--- src/rtl/ushift_pkg.sv ---
package ushift_pkg;

    typedef enum logic [1:0] {
        OP_KEEP = 2'b00,
        OP_UP   = 2'b01,
        OP_DOWN = 2'b10,
        OP_LOAD = 2'b11
    } op_e;

    // Per-bit source select; all zero means keep the current value.
    typedef struct packed {
        logic from_below;
        logic from_above;
        logic from_bus;
    } src_sel_t;

    function automatic src_sel_t op_to_sel(input op_e op);
        src_sel_t s;
        s = '0;
        unique case (op)
            OP_UP:   s.from_below = 1'b1;
            OP_DOWN: s.from_above = 1'b1;
            OP_LOAD: s.from_bus   = 1'b1;
            default: s = '0;
        endcase
        return s;
    endfunction

    function automatic logic may_drive(input logic a_n, input logic b_n, input op_e op);
        return !a_n && !b_n && (op != OP_LOAD);
    endfunction

endpackage

--- src/rtl/ushift_op_decode.sv ---
module ushift_op_decode
    import ushift_pkg::*;
(
    input  logic [1:0] op,
    output src_sel_t   sel
);
    op_e op_q;

    always_comb begin
        op_q = op_e'(op);
        sel  = op_to_sel(op_q);
    end
endmodule

--- src/rtl/ushift_bit_cell.sv ---
module ushift_bit_cell
    import ushift_pkg::*;
(
    input  logic     clk,
    input  logic     rst_n,
    input  src_sel_t sel,
    input  logic     below,
    input  logic     above,
    input  logic     par,
    output logic     q
);
    logic d;

    always_comb begin
        d = q;
        if (sel.from_below)      d = below;
        else if (sel.from_above) d = above;
        else if (sel.from_bus)   d = par;
    end

    always_ff @(posedge clk or negedge rst_n) begin
        if (!rst_n) q <= 1'b0;
        else        q <= d;
    end
endmodule

--- src/rtl/ushift_drive_ctl.sv ---
module ushift_drive_ctl
    import ushift_pkg::*;
(
    input  logic       en_a_n,
    input  logic       en_b_n,
    input  logic [1:0] op,
    output logic       bus_oe
);
    always_comb bus_oe = may_drive(en_a_n, en_b_n, op_e'(op));
endmodule

--- src/rtl/ushift_bus.sv ---
module ushift_bus
    import ushift_pkg::*;
#(
    parameter int W = 8
) (
    input  logic         clk,
    input  logic         rst_n,
    input  logic [1:0]   op,
    input  logic         en_a_n,
    input  logic         en_b_n,
    input  logic         ser_up,
    input  logic         ser_dn,
    input  logic [W-1:0] bus_in,
    output logic [W-1:0] bus_out,
    output logic         bus_oe,
    output logic         end_lo,
    output logic         end_hi
);
    localparam int MSB = W - 1;
    localparam int EXT = W + 2;

    src_sel_t       sel;
    logic [W-1:0]   q;
    logic [EXT-1:0] chain;

    ushift_op_decode u_dec (
        .op  (op),
        .sel (sel)
    );

    ushift_drive_ctl u_drv (
        .en_a_n (en_a_n),
        .en_b_n (en_b_n),
        .op     (op),
        .bus_oe (bus_oe)
    );

    // chain[0] feeds bit 0 from below, chain[EXT-1] feeds bit MSB from above.
    assign chain = {ser_dn, q, ser_up};

    for (genvar i = 0; i < W; i++) begin : g_bit
        ushift_bit_cell u_cell (
            .clk   (clk),
            .rst_n (rst_n),
            .sel   (sel),
            .below (chain[i]),
            .above (chain[i+2]),
            .par   (bus_in[i]),
            .q     (q[i])
        );
    end

    assign bus_out = q;
    assign end_lo  = q[0];
    assign end_hi  = q[MSB];
endmodule

--- config.mk ---
export PLATFORM = sky130hd
export DESIGN_NAME = ushift_bus
export DESIGN_NICKNAME = d
export VERILOG_FILES = /design/src/rtl/ushift_pkg.sv /design/src/rtl/ushift_op_decode.sv /design/src/rtl/ushift_bit_cell.sv /design/src/rtl/ushift_drive_ctl.sv /design/src/rtl/ushift_bus.sv
export SDC_FILE = /design/constraint.sdc
export NUM_CORES = 1
export LEC_CHECK = 0
export ABC_AREA = 1
export BUFFER_PORTS_ARGS = -buffer_cell sky130_fd_sc_hd__buf_2
export CAP_MARGIN = 30
export CORE_AREA = 2 2 40 42
export CTS_CLUSTER_SIZE = 14
export DETAILED_ROUTE_END_ITERATION = 7
export DIE_AREA = 0 0 42 44
export GPL_TIMING_DRIVEN = 0
export PLACE_DENSITY = 0.74
export SYNTH_ARGS = -nofsm -noshare
export SYNTH_HDL_FRONTEND = slang
export SYNTH_SLANG_ARGS = --single-unit
--- constraint.sdc ---
create_clock -name clk -period 1.33 [get_ports clk]
set_clock_uncertainty 0.15 [all_clocks]
set_input_delay 0.133 -clock clk [delete_from_list [all_inputs] [get_ports clk]]
set_output_delay 0.133 -clock clk [all_outputs]
set_load 0.1 [all_outputs]
==> results of run 1 <==
final timing paths:
path | start | to | cells past startpoint
setup / recovery | g_bit[0].u_cell.q | end_lo | 1
hold / removal | bus_in[5] | g_bit[5].u_cell.q | 4
setup reg to reg | g_bit[7].u_cell.q | g_bit[6].u_cell.q | 7
hold reg to reg | g_bit[6].u_cell.q | g_bit[6].u_cell.q | 2
max in group asynchronous | rst_n | g_bit[0].u_cell.q | 2
min in group asynchronous | rst_n | g_bit[1].u_cell.q | 2
worst register-to-register path, stage by stage, from the launching register on:
cell     delay (ns)
dfrtp_4        0.49
buf_4          0.14
inv_1          0.04
nand3_1        0.07
nand2_1        0.06
inv_1          0.04
nand2_1        0.05
nand2_1        0.05
repair_timing:
action | 4_1_cts | 5_1_grt
hold buffers | 1 | 0
resized for setup | 20 | 4
buffers inserted | 1 | 0
hold endpoints to repair | 8 | 0
cloned | 0 | 0
endpoints found under the setup margin | 10 | 5
logic make-up after synthesis:
| family | count (synthesis) |
|---|---|
| AND/OR/NAND/NOR | 65 |
| buffers and inverters | 28 |
| flip-flops | 8 |
| AO/OA/AOI/OAI | 2 |
placed cells by master, fill, tap and decap left out, drive strengths merged:
| cell | count |
|---|---|
| nand3b | 9 |
| dlygate4sd3 | 1 |
| o21ai | 2 |
| inv | 17 |
| dfrtp | 8 |
| clkbuf | 3 |
| nor2 | 2 |
| nand3 | 8 |
| buf | 36 |
| nand2 | 46 |
per-layer routing:
layer | wire [microns] | share of wire (%)
met5 | 0 | 0
met4 | 10 | 0.66
met3 | 109 | 7.2
met2 | 725 | 48
met1 | 669 | 44
power by group through the flow:
stage / sequential (mW) / clock (mW) / combinational, mW
global route: 0.325 / 0.215 / 0.668
finish: 0.319 / 0.190 / 0.634
CTS: 0.315 / 0.195 / 0.639
detailed placement: 0.319 / 0 / 0.564
floorplan: 0.367 / 0 / 0.425
global placement: 0.317 / 0 / 0.560
layout make-up:
class	instances	share of cell area [%]
multi-input combinational	67	33.4
tap	16	2.17
inverter	17	6.93
timing repair buffer	28	24.3
buffer	9	8.15
clock buffer	3	2.45
sequential	8	22.6
metrics by stage:
| stage | hold WS, ns | area (sq um) | instances |
|---|---|---|---|
| global route | 0.00581 | 921 | 148 |
| global placement | -0.161 | 820 | 145 |
| CTS | 0.00658 | 925 | 150 |
| finish | 0.00738 | 921 | 148 |
| floorplan | -0.313 | 669 | 103 |
| detailed placement | -0.161 | 820 | 145 |
Yosys cell counts (2+ instances only):
cell type  number
nand2_1        45
inv_1          16
buf_4           9
nand3b_1        9
dfrtp_1         8
nand3_1         8
buf_6           2
==> qor.yml, run 1 <==
synth_edf_count: 0
path_class: "flip-flop to output pin"
clkLatencyLatePin_ns: 0.25
fin_crit_sh_pct: 96.3
overflow: 0
cts.htree.levels: 1
ys_top_cells_by_area: "dfrtp_1 30%, nand2_1 26%, buf_4 10%"
outcome: "complete, no violations"
tightest_slew_ns: 0.484
avgViaCountPerCell: 4.71
largest_reg_flops: 8
peakVddDrop_mv: 0.675
post_drt_wl_per_cell_microns: 10.2
diodes: 0
ioPinCount: 27
synth_top_family_by_area: "simple AND/OR/NAND/NOR gates"
synth_area_per_cell_sq_um: 6.43
ant_nets: 0
fp-row-count: 14
port-buffer-count: 26
cts_tree: "yes"
synth_adder_area_share_pct: 0
critPathBufInv: 1
grtUsageMet1_pct: 22.7
power_density_mw_per_mm2: 1240
p_comb_share_pct: 55.5
die_h_microns: 44
die-area_sq_mm: 0.00185
async_flop_share_pct: 100
end_kind: "output pin"
relSlewSlack_pct: 68.0
switching_share_pct: 49.0
seqCellArea_sq_um: 208
rsz0062_at_grt: "false"
grt_max_degree: 11
maxCapViolCount: 0
grt_pass1_vias: 555
area_delta_synth_final_pct: 39.1
yosysTopAreaCell: "dfrtp_1"
fin_crit_ns: 1.28
crit_required_ns: 1.05
multi_input_area_sq_um: 308
nNetsFinal: 150
synth-xor-area-share_pct: 0
preCtsSetupSlack_ns: 0.0703
gp_congestion: 0.812
grt_use_met2_pct: 27.5
fillers: 140
ys.flop_type: "dfrtp_1"
max_freq_mhz: 780
final_max_slew_viol_count: 0
top_register: "g_bit.u_cell.q"
yosys.cell_types.count: 13
leakage_nw: 0.552
clockBufferDepth: 2
drt_iter0_markers: 16
slowest_stage: "dfrtp_4"
gr-usage-met3_pct: 2.50
coreArea_sq_mm: 0.00142
crit_family: "flip-flops"
crit_arrival_ns: 1.00
drt_drc_violations_left: 0
synth-compound-area-share_pct: 1.51
power_mw: 1.14
p_clk_share_pct: 16.6
biggestRegsByFlops: "g_bit.u_cell.q: 8 flops"
startpoint_type: "flip-flop"
setup_tns_ns: 0
cts_root_buffer: "clkbuf_4"
synth_top_area_share_pct: 30.2
crit_fanout: 4
finalHoldViolCount: 0
grt_usage_pct: 17.3
numCtsBuffers: 3
ys_seq_area_share_pct: 30.2
switchingPower_mw: 0.561
dp_hpwl_microns: 1050
syn_area_sq_um: 662
crit_chain: "buf_4"
busiest_layer: "met2"
final_util_pct: 64.9
hold_path_class: "input port to flip-flop"
die_x_microns: 42
drive_gt1_share_pct: 33.3
antenna_found_initial: 0
p_int_mw: 0.583
yosysWarnings: 0
yosys.area_share.simple_pct: 45.0
cpPeakStageDelay_ns: 0.50
clkTransAtPathRegs_ns: 0.06
synth_nets: 119
syn_inst: 103
ys_ff_latch: 8
rrSetupSlack_ns: 0.14
setup_ws_ns: 0.0486
setup-violations-final: 0
initial_core_util_pct: 46.6
dr.pass1.iters: 5
synth_mux_area_share_pct: 0
drt_wl_total_microns: 1520
grt_first_pass_wirelength_microns: 2390
cts.sinks: 8
num_vias: 697
pwr-share-seq_pct: 27.9
Power figures use the tool's default switching activity.
==> run 2: changes to the inputs <==
--- a/config.mk
+++ b/config.mk
@@ -14,6 +14,7 @@
 export DIE_AREA = 0 0 42 44
 export GPL_TIMING_DRIVEN = 0
 export PLACE_DENSITY = 0.74
+export RECOVER_POWER = 50
 export SYNTH_ARGS = -nofsm -noshare
 export SYNTH_HDL_FRONTEND = slang
 export SYNTH_SLANG_ARGS = --single-unit
==> run 2 against run 1 <==
Compared with the run above: cell area down 0.54%; via count rose by 1.1%; critical path depth unchanged; setup slack improved by 0.00050 ns; count of clock-buffer cells in the layout did not move; clock power barely moved; sequential power hardly changed; core utilization fell by 0.35 points; final cell count is the same; first-iteration DRC count stayed put; fmax hardly changed; critical path type unchanged; critical endpoint unchanged; largest cell class unchanged; largest power group unchanged.
==> qor.yml, run 2 (same netlist as run 1, synthesis figures left out) <==
crit_arrival_ns: 1.00
rrSetupSlack_ns: 0.17
cts.sinks: 8
relSlewSlack_pct: 68.0
final_max_slew_viol_count: 0
cts_tree: "yes"
fin_crit_ns: 1.28
drt_drc_violations_left: 0
pwr-share-seq_pct: 28.0
dp_hpwl_microns: 1050
drive_gt1_share_pct: 31.8
drt_wl_total_microns: 1520
cts.htree.levels: 1
power_density_mw_per_mm2: 1250
coreArea_sq_mm: 0.00142
grt_usage_pct: 17.3
rr_startpoint: "g_bit[7].u_cell.q"
startpoint: "g_bit[0].u_cell.q"
largest_reg_flops: 8
dr.pass1.iters: 6
slowest_stage: "dfrtp_4"
num_vias: 705
grt_first_pass_wirelength_microns: 2390
worstHoldStart: "bus_in[5]"
finalHoldViolCount: 0
antenna_found_initial: 0
switchingPower_mw: 0.561
cpPeakStageDelay_ns: 0.50
p_comb_share_pct: 55.3
maxCapViolCount: 0
tightest_slew_ns: 0.484
avgViaCountPerCell: 4.76
multi_input_area_sq_um: 308
crit_family: "flip-flops"
fillers: 142
setup_tns_ns: 0
fp-row-count: 14
cts_root_buffer: "clkbuf_4"
ant_nets: 0
biggestRegsByFlops: "g_bit.u_cell.q: 8 flops"
critPathBufInv: 1
overflow: 0
grt_max_degree: 11
gp_congestion: 0.812
leakage_nw: 0.546
grt_pass1_vias: 555
diodes: 0
layout.cells.non_filler: 148
clockBufferDepth: 2
die_h_microns: 44
p_clk_share_pct: 16.7
port-buffer-count: 26
die_x_microns: 42
clkTransAtPathRegs_ns: 0.06
startpoint_type: "flip-flop"
outcome: "complete, no violations"
crit_chain: "buf_4"
final_cell_mix: "45 x nand2_1, 16 x inv_1, 15 x buf_2"
setup-violations-final: 0
ioPinCount: 27
die-area_sq_mm: 0.00185
crit_required_ns: 1.05
hold_path_class: "input port to flip-flop"
max_freq_mhz: 781
rsz0062_at_grt: "false"
drt_iter0_markers: 16
power_mw: 1.14
clkLatencyLatePin_ns: 0.25
crit_fanout: 4
area_delta_synth_final_pct: 38.4
final_common_cell: "nand2_1"
initial_core_util_pct: 46.6
placed_cells: 145
fin_crit_sh_pct: 96.3
post_drt_wl_per_cell_microns: 10.3
peakVddDrop_mv: 0.672
switching_share_pct: 49.2
seqCellArea_sq_um: 208
numCtsBuffers: 3
nNetsFinal: 150
p_int_mw: 0.580
top_register: "g_bit.u_cell.q"
path_class: "flip-flop to output pin"
end_kind: "output pin"
==> run 2: cell types whose count changed in the layout (fill, tap and decap cells not counted) <==
| cell | previous run | this run |
|---|---|---|
| buf_2 | 16 | 15 |
| buf_4 | 11 | 10 |
| clkbuf_1 | 0 | 2 |
==> run 2: area by class of cell <==
| class | count | share of cell area (%) |
|---|---|---|
| multi-input combinational | 67 | 33.6 |
| timing repair buffer | 28 | 23.9 |
| sequential | 8 | 22.7 |
| buffer | 9 | 8.20 |
| inverter | 17 | 6.97 |
| clock buffer | 3 | 2.46 |
| tap | 16 | 2.19 |
==> run 2: repair_timing <==
item / in CTS / in global routing
endpoints found under the hold margin: 8 / 0
pin swaps: 0 / 0
setup endpoints to repair: 10 / 5
gates resized for setup: 20 / 4
hold buffers: 1 / 0
cloned: 0 / 0
setup buffers: 1 / 0
==> run 2: power by group through the flow <==
| stage | Sequential (mW) | Clock (mW) | Combinational [mW] |
|---|---|---|---|
| after floorplan | 0.367 | 0 | 0.425 |
| after global placement | 0.317 | 0 | 0.560 |
| after detailed placement | 0.319 | 0 | 0.564 |
| after CTS | 0.315 | 0.195 | 0.639 |
| after global routing | 0.325 | 0.215 | 0.665 |
| final | 0.320 | 0.190 | 0.631 |
==> run 2: final timing paths <==
kind,end,cells after the start
setup / recovery,end_lo,1
hold / removal,g_bit[5].u_cell.q,4
setup reg to reg,g_bit[6].u_cell.q,7
hold reg to reg,g_bit[6].u_cell.q,2
max in group asynchronous,g_bit[0].u_cell.q,2
min in group asynchronous,g_bit[1].u_cell.q,2
==> run 2: layer usage <==
metal  up-vias  GRT usage, %  part of all wire (%)
li1        360             -                     -
met1       318          22.7                    45
met2        23          27.5                    48
met3         4          2.50                   6.1
met4         0          9.68                   1.2
met5         -             0                     0
==> run 2: metrics by stage <==
| stage | cell area (sq um) | setup slack [ns] | hold slack [ns] | util [%] |
|---|---|---|---|---|
| 6_report | 916 | 0.0491 | 0.00661 | 64.6 |
| 5_1_grt | 916 | 0.00144 | 0.00581 | 64.6 |
| 4_1_cts | 925 | 0.00312 | 0.00658 | 65.2 |
| 3_5_place_dp | 820 | 0.0703 | -0.161 | 57.8 |
| 3_3_place_gp | 820 | 0.0744 | -0.161 | 57.8 |
| 2_1_floorplan | 669 | 0.0717 | -0.313 | - |
